==> src/rtl/pe_seq_pkg.sv <==
package pe_seq_pkg;

  typedef enum logic [1:0] {
    OP_ERASE    = 2'b00,
    OP_PROG     = 2'b01,
    OP_READ     = 2'b10,
    OP_READ_ALT = 2'b11
  } pe_op_e;

  typedef enum logic [1:0] {
    S_IDLE   = 2'd0,
    S_PRECHK = 2'd1,
    S_PULSE  = 2'd2,
    S_WAIT   = 2'd3
  } pe_state_e;

endpackage

==> src/rtl/pe_poll_timer.sv <==
module pe_poll_timer #(
  parameter int POLL_CYC = 100
) (
  input  logic clk_i,
  input  logic rst_ni,
  input  logic en_i,
  output logic tick_o
);

  localparam int W = (POLL_CYC > 1) ? $clog2(POLL_CYC) : 1;

  generate
    if (POLL_CYC > 1) begin : g_div
      logic [W-1:0] cnt_q;

      always_ff @(posedge clk_i or negedge rst_ni) begin
        if (!rst_ni)                           cnt_q <= '0;
        else if (!en_i)                        cnt_q <= '0;
        else if (cnt_q == W'(POLL_CYC - 1))    cnt_q <= '0;
        else                                   cnt_q <= cnt_q + 1'b1;
      end

      assign tick_o = en_i && (cnt_q == '0);

      // consecutive samples are at least two cycles apart
      p_tick_gap_r2: assert property (@(posedge clk_i) disable iff (!rst_ni)
        tick_o |=> !tick_o);
    end else begin : g_every
      assign tick_o = en_i;
    end
  endgenerate

endmodule

==> src/rtl/pe_win_cnt.sv <==
module pe_win_cnt #(
  parameter int LIMIT = 50
) (
  input  logic clk_i,
  input  logic rst_ni,
  input  logic clr_i,
  input  logic inc_i,
  output logic hit_o
);

  localparam int W = (LIMIT > 1) ? $clog2(LIMIT) : 1;

  logic [W-1:0] cnt_q;

  assign hit_o = (cnt_q == W'(LIMIT - 1));

  // saturates at the hit value
  always_ff @(posedge clk_i or negedge rst_ni) begin
    if (!rst_ni)              cnt_q <= '0;
    else if (clr_i)           cnt_q <= '0;
    else if (inc_i && !hit_o) cnt_q <= cnt_q + 1'b1;
  end

endmodule

==> src/rtl/pe_attempt_ctr.sv <==
module pe_attempt_ctr
  import pe_seq_pkg::*;
#(
  parameter int ERASE_MAX = 45,
  parameter int PROG_MAX  = 9,
  parameter int READ_MAX  = 9
) (
  input  logic   clk_i,
  input  logic   rst_ni,
  input  logic   clr_i,
  input  pe_op_e op_i,
  input  logic   step_i,
  input  logic   extra_i,
  output logic   last_o,
  output logic   extra_used_o
);

  localparam int MAX_AB = (ERASE_MAX > PROG_MAX) ? ERASE_MAX : PROG_MAX;
  localparam int MAX_ALL = (MAX_AB > READ_MAX) ? MAX_AB : READ_MAX;
  localparam int CW = $clog2(MAX_ALL + 2);

  logic [CW-1:0] cnt_q;
  logic [CW-1:0] limit;
  logic          extra_q;

  always_comb begin
    unique case (op_i)
      OP_ERASE: limit = CW'(ERASE_MAX);
      OP_PROG:  limit = CW'(PROG_MAX);
      default:  limit = CW'(READ_MAX);
    endcase
    if (extra_q) limit = limit + 1'b1;
  end

  // the attempt now finishing is the last the budget allows
  assign last_o       = (cnt_q + 1'b1) >= limit;
  assign extra_used_o = extra_q;

  always_ff @(posedge clk_i or negedge rst_ni) begin
    if (!rst_ni) begin
      cnt_q   <= '0;
      extra_q <= 1'b0;
    end else if (clr_i) begin
      cnt_q   <= '0;
      extra_q <= 1'b0;
    end else begin
      if (step_i)  cnt_q   <= cnt_q + 1'b1;
      if (extra_i) extra_q <= 1'b1;
    end
  end

  p_cnt_le_limit_r4: assert property (@(posedge clk_i) disable iff (!rst_ni)
    cnt_q <= limit);

  p_extra_once_r5: assert property (@(posedge clk_i) disable iff (!rst_ni)
    extra_i |-> (step_i && !extra_q));

  p_clear_r9: assert property (@(posedge clk_i) disable iff (!rst_ni)
    clr_i |=> (cnt_q == '0 && !extra_q));

endmodule

==> src/rtl/flash_pe_seq.sv <==
module flash_pe_seq
  import pe_seq_pkg::*;
#(
  parameter int ERASE_MAX  = 45,
  parameter int PROG_MAX   = 9,
  parameter int READ_MAX   = 9,
  parameter int POLL_CYC   = 100,
  parameter int DONE_POLLS = 1500,
  parameter int ERR_CHECKS = 50
) (
  input  logic       clk_i,
  input  logic       rst_ni,
  input  logic       start_i,
  input  logic [1:0] op_i,
  input  logic       err_pending_i,
  output logic       pulse_o,
  input  logic       pulse_done_i,
  input  logic       verify_fail_i,
  output logic       busy_o,
  output logic       ok_o,
  output logic       fail_o,
  output logic       timeout_o
);

  localparam int TIMEOUT_CYC = DONE_POLLS * POLL_CYC;

  pe_state_e state_q, state_d;
  pe_op_e    op_q;
  logic      ok_d, fail_d, tmo_d;
  logic      ok_q, fail_q, tmo_q;
  logic      att_clr, att_step, att_extra, att_last, extra_used;
  logic      poll_tick, chk_hit, wait_hit;

  pe_poll_timer #(.POLL_CYC(POLL_CYC)) u_poll (
    .clk_i  (clk_i),
    .rst_ni (rst_ni),
    .en_i   (state_q == S_PRECHK),
    .tick_o (poll_tick)
  );

  // pending-error samples seen so far
  pe_win_cnt #(.LIMIT(ERR_CHECKS)) u_chk_cnt (
    .clk_i  (clk_i),
    .rst_ni (rst_ni),
    .clr_i  (state_q != S_PRECHK),
    .inc_i  (poll_tick && err_pending_i),
    .hit_o  (chk_hit)
  );

  // cycles spent waiting for completion
  pe_win_cnt #(.LIMIT(TIMEOUT_CYC)) u_wait_cnt (
    .clk_i  (clk_i),
    .rst_ni (rst_ni),
    .clr_i  (state_q != S_WAIT),
    .inc_i  (state_q == S_WAIT),
    .hit_o  (wait_hit)
  );

  pe_attempt_ctr #(
    .ERASE_MAX (ERASE_MAX),
    .PROG_MAX  (PROG_MAX),
    .READ_MAX  (READ_MAX)
  ) u_att (
    .clk_i        (clk_i),
    .rst_ni       (rst_ni),
    .clr_i        (att_clr),
    .op_i         (op_q),
    .step_i       (att_step),
    .extra_i      (att_extra),
    .last_o       (att_last),
    .extra_used_o (extra_used)
  );

  always_comb begin
    state_d   = state_q;
    ok_d      = 1'b0;
    fail_d    = 1'b0;
    tmo_d     = 1'b0;
    att_clr   = 1'b0;
    att_step  = 1'b0;
    att_extra = 1'b0;
    unique case (state_q)
      S_IDLE: begin
        if (start_i) begin
          state_d = S_PRECHK;
          att_clr = 1'b1;
        end
      end
      S_PRECHK: begin
        if (poll_tick) begin
          if (!err_pending_i) begin
            state_d = S_PULSE;
          end else if (chk_hit) begin
            state_d = S_IDLE;
            fail_d  = 1'b1;
          end
        end
      end
      S_PULSE: state_d = S_WAIT;
      S_WAIT: begin
        if (pulse_done_i) begin
          if (verify_fail_i) begin
            if (att_last) begin
              state_d = S_IDLE;
              fail_d  = 1'b1;
            end else begin
              att_step = 1'b1;
              state_d  = S_PULSE;
            end
          end else if (op_q == OP_PROG && !extra_used) begin
            // one more pulse after the first pass, budget grows by one
            att_step  = 1'b1;
            att_extra = 1'b1;
            state_d   = S_PULSE;
          end else begin
            state_d = S_IDLE;
            ok_d    = 1'b1;
          end
        end else if (wait_hit) begin
          state_d = S_IDLE;
          fail_d  = 1'b1;
          tmo_d   = 1'b1;
        end
      end
      default: state_d = S_IDLE;
    endcase
  end

  always_ff @(posedge clk_i or negedge rst_ni) begin
    if (!rst_ni) begin
      state_q <= S_IDLE;
      op_q    <= OP_ERASE;
      ok_q    <= 1'b0;
      fail_q  <= 1'b0;
      tmo_q   <= 1'b0;
    end else begin
      state_q <= state_d;
      ok_q    <= ok_d;
      fail_q  <= fail_d;
      tmo_q   <= tmo_d;
      if (state_q == S_IDLE && start_i) op_q <= pe_op_e'(op_i);
    end
  end

  assign busy_o    = (state_q != S_IDLE);
  assign pulse_o   = (state_q == S_PULSE);
  assign ok_o      = ok_q;
  assign fail_o    = fail_q;
  assign timeout_o = tmo_q;

  p_start_ignored_r1: assert property (@(posedge clk_i) disable iff (!rst_ni)
    busy_o |=> $stable(op_q));

  p_pulse_busy_r3: assert property (@(posedge clk_i) disable iff (!rst_ni)
    pulse_o |-> busy_o);

  p_pulse_single_r3: assert property (@(posedge clk_i) disable iff (!rst_ni)
    pulse_o |=> !pulse_o);

  p_ok_prog_extra_r5: assert property (@(posedge clk_i) disable iff (!rst_ni)
    (ok_o && op_q == OP_PROG) |-> extra_used);

  p_tmo_with_fail_r7: assert property (@(posedge clk_i) disable iff (!rst_ni)
    timeout_o |-> fail_o);

  p_ok_fail_excl_r8: assert property (@(posedge clk_i) disable iff (!rst_ni)
    !(ok_o && fail_o));

  p_end_at_busy_fall_r8: assert property (@(posedge clk_i) disable iff (!rst_ni)
    (ok_o || fail_o) |-> (!busy_o && $past(busy_o)));

  p_end_one_cycle_r8: assert property (@(posedge clk_i) disable iff (!rst_ni)
    (ok_o || fail_o) |=> !(ok_o || fail_o));

endmodule

==> config.mk <==
export PLATFORM = sky130hd
export DESIGN_NAME = flash_pe_seq
export DESIGN_NICKNAME = d
export VERILOG_FILES = /design/src/rtl/pe_seq_pkg.sv /design/src/rtl/pe_poll_timer.sv /design/src/rtl/pe_win_cnt.sv /design/src/rtl/pe_attempt_ctr.sv /design/src/rtl/flash_pe_seq.sv
export SDC_FILE = /design/constraint.sdc
export NUM_CORES = 1
export LEC_CHECK = 0
export ABC_CLOCK_PERIOD_IN_PS = 3100
export BUFFER_PORTS_ARGS = -buffer_cell sky130_fd_sc_hd__buf_2
export CORE_MARGIN = 4
export CORE_UTILIZATION = 35
export DETAILED_ROUTE_END_ITERATION = 7
export SYNTH_ARGS = -nofsm -noshare
export SYNTH_HDL_FRONTEND = slang
export SYNTH_SLANG_ARGS = --single-unit
==> constraint.sdc <==
create_clock -name clk_i -period 3.1 [get_ports clk_i]
set_input_delay 0.62 -clock clk_i [delete_from_list [all_inputs] [get_ports clk_i]]
set_output_delay 0.62 -clock clk_i [all_outputs]
set_load 0.01 [all_outputs]
After elaboration in Yosys (flattened, before gate mapping)
Cells that the tools add are included.

cells by class
  $add $sub $neg = 5
  $mul = 0
  divide/modulo/power cells = 0
  $lt $le $gt $ge = 1
  equal/unequal tests = 13
  shifts and indexed selects = 0
  mux-type cells = 46
  bitwise gates (word level) = 0
  reduce and logical (&&, ||, !) cells = 18

operator list
  cell                   number
  $mux 18                2
  $mux 6                 6
  $mux 1                 25
  $add 18x1->18 const B  1
  $add 6x1->6 const B    3
  $eq 18x18->1 const B   1
  $mux 2                 9
  $mux 7                 2
  $reduce_bool 2->1      5
  $pmux 2 s4             1
  $add 7x1->7 const B    1
  $eq 7x7->1 const B     1
  $logic_not 7->1        1
  $eq 6x6->1 const B     1
  $ge 6x6->1             1
  $logic_and 1x1->1      6
  $ne 2x2->1 const B     3
  $eq 2x1->1 const B     2
  $eq 2x2->1 const B     2
  $logic_not 2->1        2
  $reduce_and 4->1       1
  $logic_not 1->1        3
  $ne 3x2->1 const B     1
  $ne 3x3->1 const B     1
  other kinds (2)        2

storage, ports and cells
  flip-flop bits (word level) = 45
  latch bits = 0
  RAM bits = 0
  bits in read-only memories = 0
  input port bits = 8
  output and inout port bits = 5
  memories kept = 0

Longest topological paths before layout
Gate-level depths: netlist of run 1.

  word-level depth = 11
  gate-level depth with buffers = 8
  mapped depth without buffers = 8

Cells and area by module
From an unflattened synthesis of run 1, not the netlist that was laid out.

unflattened totals
  cells, all modules = 264
  area total of the unflattened synthesis = 2622.5 um2

modules (own cells, without submodules)
  module                    times used  cells each  area an instance (um2)
  pe_win_cnt at u_wait_cnt  1           98          999.7
  pe_attempt_ctr            1           52          498.0
  flash_pe_seq              1           40          386.6
  pe_poll_timer             1           37          384.1
  pe_win_cnt at u_chk_cnt   1           37          354.1

Least setup slack after synthesis of run 1
Ideal clock, no wire load.

  path type = flip-flop to flip-flop
  start point = reg u_att.cnt_q[0]
  end point = reg u_att.cnt_q[0]
  setup time = 132 ps
  arrival time = 2061 ps
  required time = 2968 ps
  setup slack = 907 ps
  cell stages (with the launch flop) = 9
  cells stage by stage = dfrtp_1 ha_1 xor2_1 ha_1 a21oi_1 o21ai_0 a2111oi_4 o21ai_1 mux2i_1

between the ends
  word-level cells in the longest chain between the ends = 7

ends and longest elaborated chain
  element                             line                                        text
  from (decl)                         pe_attempt_ctr.sv:22                        logic [CW-1:0] cnt_q;
  from (signal assigned)              pe_attempt_ctr.sv:47                        if (step_i) cnt_q <= cnt_q + 1'b1;
  $add 6x1->6 (*)                     pe_attempt_ctr.sv:36, pe_attempt_ctr.sv:47
  $ge 6x6->1                          pe_attempt_ctr.sv:36                        assign last_o = (cnt_q + 1'b1) >= limit;
  $mux 1                              flash_pe_seq.sv:103                         if (att_last) begin
  $mux 1                              flash_pe_seq.sv:102                         if (verify_fail_i) begin
  $mux 1                              flash_pe_seq.sv:101                         if (pulse_done_i) begin
  $mux 1                              flash_pe_seq.sv:82                          unique case (state_q)
  $reduce_bool 2->1 (no source line)  --

Every way passes the cells marked *; elsewhere a longest branch is shown, timed or not. The select of a mux whose other input is x is not followed.
A chain may end at the register's enable or synchronous reset.

Worst setup path in the final report of run 1
  start point = reg u_att.cnt_q[0]
  end point = reg u_att.cnt_q[1]

The elaborated chain is that of the path after synthesis.

==> results.cfg, run 1 <==
[min_path]
hold_path_class = input port to async pin

[power]
intPower_mw = 1.123
combPwrFrac = 0.340
power.share.sequential = 0.435
peakVddDrop_mv = 0.2368
p_switching_uw = 665.3
swShare = 0.3720
powerDensity_nw_per_um2 = 653.0
power_mw = 1.788
pwr-share-clk = 0.225
p_leak_nw = 1.226

[global_route]
grt_overflow = 0
grt_pass1_wl_um = 8335
grt_pass1_vias = 1762
grt_max_degree = 46
antenna_found_initial = 0
track_usage = 0.1228

[detailed_routing]
routed_wl_um = 4645
drt_pass1_iterations = 4
vias = 1795
drtIter0Drc = 77
wl_per_cell_um = 12.55
vias_per_cell = 4.851
drc = 0
final_antenna_net_count = 0

[logic_synthesis]
yosysWarnings = 0
synth_seq_cells = 45
synth_area_um2 = 2465
syn_area_per_cell_um2 = 9.628
synth_cell_type_count = 42
synth_nets = 274
ys_seq_area_frac = 0.4569
syn_inst = 256

[clocking]
cts_tree = built
post_cts_buffers = 0
clock-sinks = 45
clock_latency_ns = 0.30
cts-htree-levels = 2
clock_path_buffers = 2
cts_root_buf = clkbuf_8
cts_hold_buf = 0
numCtsBuffers = 5
ctsResizeCount = 0
clk_pin_slew_ns = 0.08

[timing]
min_period_over_period = 0.7672
setup_violations = 0
max_freq_mhz = 420.4
grt_setup_unrepaired = no
setup-tns-final_ns = 0
hold_violations = 0
fin_crit_ns = 2.378
skew_ns = 0.008119
drv_slew = 0
hold_slack_ns = 0.4839
slew_headroom = 0.3298
worst_pin_slew_ns = 1.005

[floorplanning]
core_area_um2 = 6832
die_w_um = 91.92
ios = 13
die_y_um = 91.92
rows = 30
dieArea_um2 = 8449
initial_utilization = 0.3608

[critical_path]
crit_type = register to register
crit_arrival_ns = 2.56
critPathCaptureType = register
critPathMaxFanout = 6
startpoint_type = register
crit_required_ns = 3.28

[run]
drv_cap = 0

[cells_and_area]
diodes = 0
design_area_um2 = 2739
drive_gt1_frac = 0.1241
areaGrowthSynthToFinish_pct = 11.12
nets = 291

[placed_design]
dp_hpwl_um = 3260
gp_congestion = 0.7855
dpl-instance-area_um2 = 2638
io_buffers = 12

[status]
status = finished, final reports clean
==> kinds of logic after synthesis <==
kind of cell | Yosys count | share of synthesized area
and+or+nand+nor | 125 | 0.2604
muxes | 9 | 0.03756
xor gates and xnor gates | 26 | 0.09239
AOI/OAI and AO/OA | 27 | 0.07767
buffers and inverters | 14 | 0.02437
DFF | 45 | 0.4569
adders and majority gates | 10 | 0.05076
==> cell type report <==
class                           count  area [µm²]
Fill cell                         703        4093
Multi-Input combinational cell    197        1279
Sequential cell                    45        1126
Tap cell                           96       120.1
Clock buffer                        7       96.34
Timing Repair Buffer               14       75.07
Inverter                           10       37.54
Clock inverter                      1       5.005
==> placed cells by master, fill, tap and decap left out, drive strengths merged, types with 4 or more instances in the layout <==
cell type,synthesis,routed
nand2,24,24
nand2b,4,4
nand4,5,5
or3,5,5
inv,10,10
o211ai,4,4
nor4,4,4
ha,10,10
and3,10,10
buf,3,14
nand3,19,19
clkbuf,1,7
xor2,13,13
mux2i,7,7
nor3,12,12
dfrtp,45,45
a21oi,6,6
nor2,33,33
xnor2,13,13
o21ai,8,8
==> power by group through the flow <==
stage / sequential, mW / clock [mW] / combinational [mW]
5_1_grt: 0.795 / 0.444 / 0.708
4_1_cts: 0.777 / 0.423 / 0.625
2_1_floorplan: 0.768 / 0 / 0.471
3_5_place_dp: 0.786 / 0 / 0.623
3_3_place_gp: 0.786 / 0 / 0.612
6_report: 0.777 / 0.403 / 0.608
==> path summary, 6_finish.rpt <==
check	start	to	slack, ns	depth (start not counted)
setup / recovery	u_att.cnt_q[0]$_DFFE_PN0P_	u_att.cnt_q[1]$_DFFE_PN0P_	0.72	8
hold / removal	rst_ni	u_poll.g_div.cnt_q[2]$_DFF_PN0_	0.48	1
setup reg to reg	u_att.cnt_q[0]$_DFFE_PN0P_	u_att.cnt_q[1]$_DFFE_PN0P_	0.72	8
hold reg to reg	u_poll.g_div.cnt_q[0]$_DFF_PN0_	u_poll.g_div.cnt_q[0]$_DFF_PN0_	0.50	1
max in group asynchronous	rst_ni	u_att.cnt_q[1]$_DFFE_PN0P_	1.99	1
min in group clk_i	u_poll.g_div.cnt_q[0]$_DFF_PN0_	u_poll.g_div.cnt_q[0]$_DFF_PN0_	0.50	1
==> synth_stat cells, drive strengths merged <==
cell	count	area (µm²)
buf	3	18.77
o31ai	2	15.01
nor2b	1	6.260
nand4bb	1	11.26
nor3	12	71.32
and3	10	65.06
nor2	33	123.9
nand4	5	46.29
or3	5	33.78
o211ai	4	30.03
or2	2	12.51
and2	1	6.260
and2b	1	7.510
nand2	24	90.09
o221ai	1	8.760
a21oi	6	33.78
xor2	13	113.9
nand3	19	95.09
xnor2	13	113.9
o22ai	1	6.260
o21bai	1	7.510
o21ai	8	40.04
inv	10	37.54
dfrtp	45	1126
a21boi	1	7.510
mux2	2	22.52
nor4	4	25.02
nor3b	2	15.01
nand2b	4	25.02
clkbuf	1	3.750
or4	1	7.510
a2111oi	1	27.53
o21a	2	15.01
ha	10	125.1
mux2i	7	70.07
==> flip-flops by register name (all words and copies together), names as in the netlist <==
register	flops
state_q	2
u_poll.g_div.cnt_q	7
fail_o	1
ok_o	1
u_att.extra_used_o	1
u_wait_cnt.cnt_q	18
op_q	2
timeout_o	1
u_att.cnt_q	6
u_chk_cnt.cnt_q	6
==> routing by layer <==
| metal | share of wire | track usage | vias to the layer above |
|---|---|---|---|
| met1 | 0.50 | 0.1666 | 860 |
| met4 | 0.014 | 0.04827 | 0 |
| met5 | 0 | 0 | - |
| li1 | - | - | 918 |
| met2 | 0.47 | 0.1892 | 13 |
| met3 | 0.021 | 0.02871 | 4 |
==> worst max-delay path, cell delays in order (launching register included) <==
cell and delay, ns:
dfrtp_1 0.43, ha_1 0.25, xor2_1 0.15, ha_1 0.29
a21oi_1 0.11, o21ai_0 0.14, a2111oi_4 0.52, o21ai_1 0.20
mux2i_1 0.15
==> stage by stage <==
step | setup slack, ns | utilization | instances
after floorplan | 0.9067 | - | 256
after global placement | 0.7328 | 0.3861 | 362
after detailed placement | 0.7249 | 0.3861 | 362
after CTS | 0.7100 | 0.4009 | 370
after global routing | 0.5418 | 0.4009 | 370
final | 0.7216 | 0.4009 | 370
Power figures use the tool's default switching activity.
==> inputs of run 2 (changes only) <==
- ABC_CLOCK_PERIOD_IN_PS: 3100 -> 2000
- clock period: 3.1 -> 2 ns (I/O delays scaled with it)
==> run 2 against run 1 <==
Die area unchanged. The run now ends with negative setup slack left. Hold slack got worse by 0.30 ns. Critical path depth increased by 1. Sequential share of layout area decreased by 1.8 points. Sequential power increased by 53%.
==> results.cfg, run 2 (synthesized netlist as in run 1, its figures left out) <==
[status]
status = complete, but fails checks
violations = negative setup slack

[min_path]
hold_path_class = input port to async pin

[global_route]
grt_pass1_vias = 1928
track_usage = 0.1359
grt_pass1_wl_um = 9177
grt_max_degree = 46
grt_overflow = 0
antenna_found_initial = 0

[detailed_routing]
routed_wl_um = 5051
wl_per_cell_um = 13.15
vias_per_cell = 4.906
drtIter0Drc = 61
drc = 0
drt_pass1_iterations = 6
final_antenna_net_count = 0
vias = 1884

[clocking]
cts_root_buf = clkbuf_8
numCtsBuffers = 5
clock_latency_ns = 0.30
cts-htree-levels = 2
cts_tree = built
clock_path_buffers = 2
clock-sinks = 45
cts_hold_buf = 0
clk_pin_slew_ns = 0.09

[timing]
hold_violations = 0
drv_slew = 0
setup_violations = 8
min_period_over_period = 1.073
slew_headroom = 0.6105
grt_setup_unrepaired = yes
fin_crit_ns = 2.147
hold_slack_ns = 0.1824
max_freq_mhz = 465.8
worst_pin_slew_ns = 0.5843
skew_ns = 0.007504
setup-tns-final_ns = -0.8937
setup_ws_ns = -0.1468

[critical_path]
critPathMaxFanout = 3
crit_type = register to register
path_common_cell = o21ai_2
crit_required_ns = 2.22
crit_arrival_ns = 2.37
startpoint_type = register
path_cells = ha_2, xor2_1, ha_1, a21oi_2, o21ai_2, a2111oi_4, buf_4, o21ai_2, mux2i_1
crit_family = compound AO/OA/AOI/OAI gates
max_stage_delay_ns = 0.40
critPathBufInv = 1
slowest_stage = dfrtp_1
critPathCaptureType = register

[cells_and_area]
largest_reg_flops = 18
nets = 306
nFillCells = 717
top_regs = u_wait_cnt.cnt_q: 18 flops, u_poll.g_div.cnt_q: 7 flops
regMostFlops = u_wait_cnt.cnt_q
design_area_um2 = 2863
final_common_cell = dfrtp_1
instances_no_fill = 384
diodes = 0
areaGrowthSynthToFinish_pct = 16.14
final_cell_mix = dfrtp_1, nor2_1, nand2_1
drive_gt1_frac = 0.1875

[power]
peakVddDrop_mv = 0.5662
p_leak_nw = 1.295
powerDensity_nw_per_um2 = 1017

[placed_design]
io_buffers = 12
dpl-instance-area_um2 = 2756
gp_congestion = 0.7676
dp.cells = 377
dp_hpwl_um = 3707
place_ws_ns = -0.1613

[floorplanning]
rows = 30
die_y_um = 91.92
die_w_um = 91.92
initial_utilization = 0.3608
ios = 13
core_area_um2 = 6832
dieArea_um2 = 8449

[run]
drv_cap = 0
==> run 2: layout make-up <==
cell class,count,area [µm²],area share
flip-flops and latches,45,1126,0.3934
multi-input cells,197,1305,0.4559
inverters,10,37.54,0.01311
clock buffers,7,86.33,0.03016
well taps,96,120.1,0.04196
repair buffers,29,187.7,0.06556
==> run 2: timing repair <==
action	4_1_cts	5_1_grt
endpoints found under the setup margin	8	8
resized for setup	2	3
pin swaps	0	1
hold endpoints to repair	0	0
setup buffers	0	0
==> run 2: worst paths after layout <==
kind                                                 start                         endpoint  slack (ns)  depth (start not counted)
min                                                 rst_ni  u_wait_cnt.cnt_q[4]$_DFFE_PN0P_        0.18                          2
min reg2reg                u_poll.g_div.cnt_q[0]$_DFF_PN0_  u_poll.g_div.cnt_q[0]$_DFF_PN0_        0.50                          1
max reg2reg                     u_att.cnt_q[1]$_DFFE_PN0P_       u_att.cnt_q[0]$_DFFE_PN0P_       -0.15                          9
min in group clk_i                                 op_i[1]              op_q[1]$_DFFE_PN0P_        0.33                          2
max in group asynchronous                           rst_ni   u_chk_cnt.cnt_q[2]$_DFFE_PN0P_        1.42                          2
max                             u_att.cnt_q[1]$_DFFE_PN0P_       u_att.cnt_q[0]$_DFFE_PN0P_       -0.15                          9
==> run 2: per-stage QoR <==
stage | total power [mW] | utilization
floorplan | 1.939 | -
global placement | 2.270 | 0.4035
detailed placement | 2.297 | 0.4035
CTS | 2.890 | 0.4170
global route | 3.143 | 0.4190
finish | 2.910 | 0.4190
==> run 2: power by group <==
| group | switching (mW) | internal, mW |
|---|---|---|
| logic | 0.667 | 0.477 |
| clock network | 0.306 | 0.275 |
| registers | 0.133 | 1.05 |
| total | 1.11 | 1.81 |
==> run 2: routing by layer <==
| metal | vias up | global-route usage | share of wire | wire (µm) |
|---|---|---|---|---|
| met3 | 11 | 0.02543 | 0.023 | 115 |
| met1 | 909 | 0.1752 | 0.47 | 2367 |
| met4 | 0 | 0.06064 | 0.021 | 107 |
| li1 | 948 | - | - | - |
| met2 | 16 | 0.2214 | 0.49 | 2460 |
| met5 | - | 0 | 0 | 0 |
==> run 2: worst reg2reg max path: stages, from the launching register on <==
cell and delay, ns:
dfrtp_1 0.40, ha_2 0.21, xor2_1 0.16, ha_1 0.30
a21oi_2 0.13, o21ai_2 0.08, a2111oi_4 0.32, buf_4 0.19
o21ai_2 0.08, mux2i_1 0.20
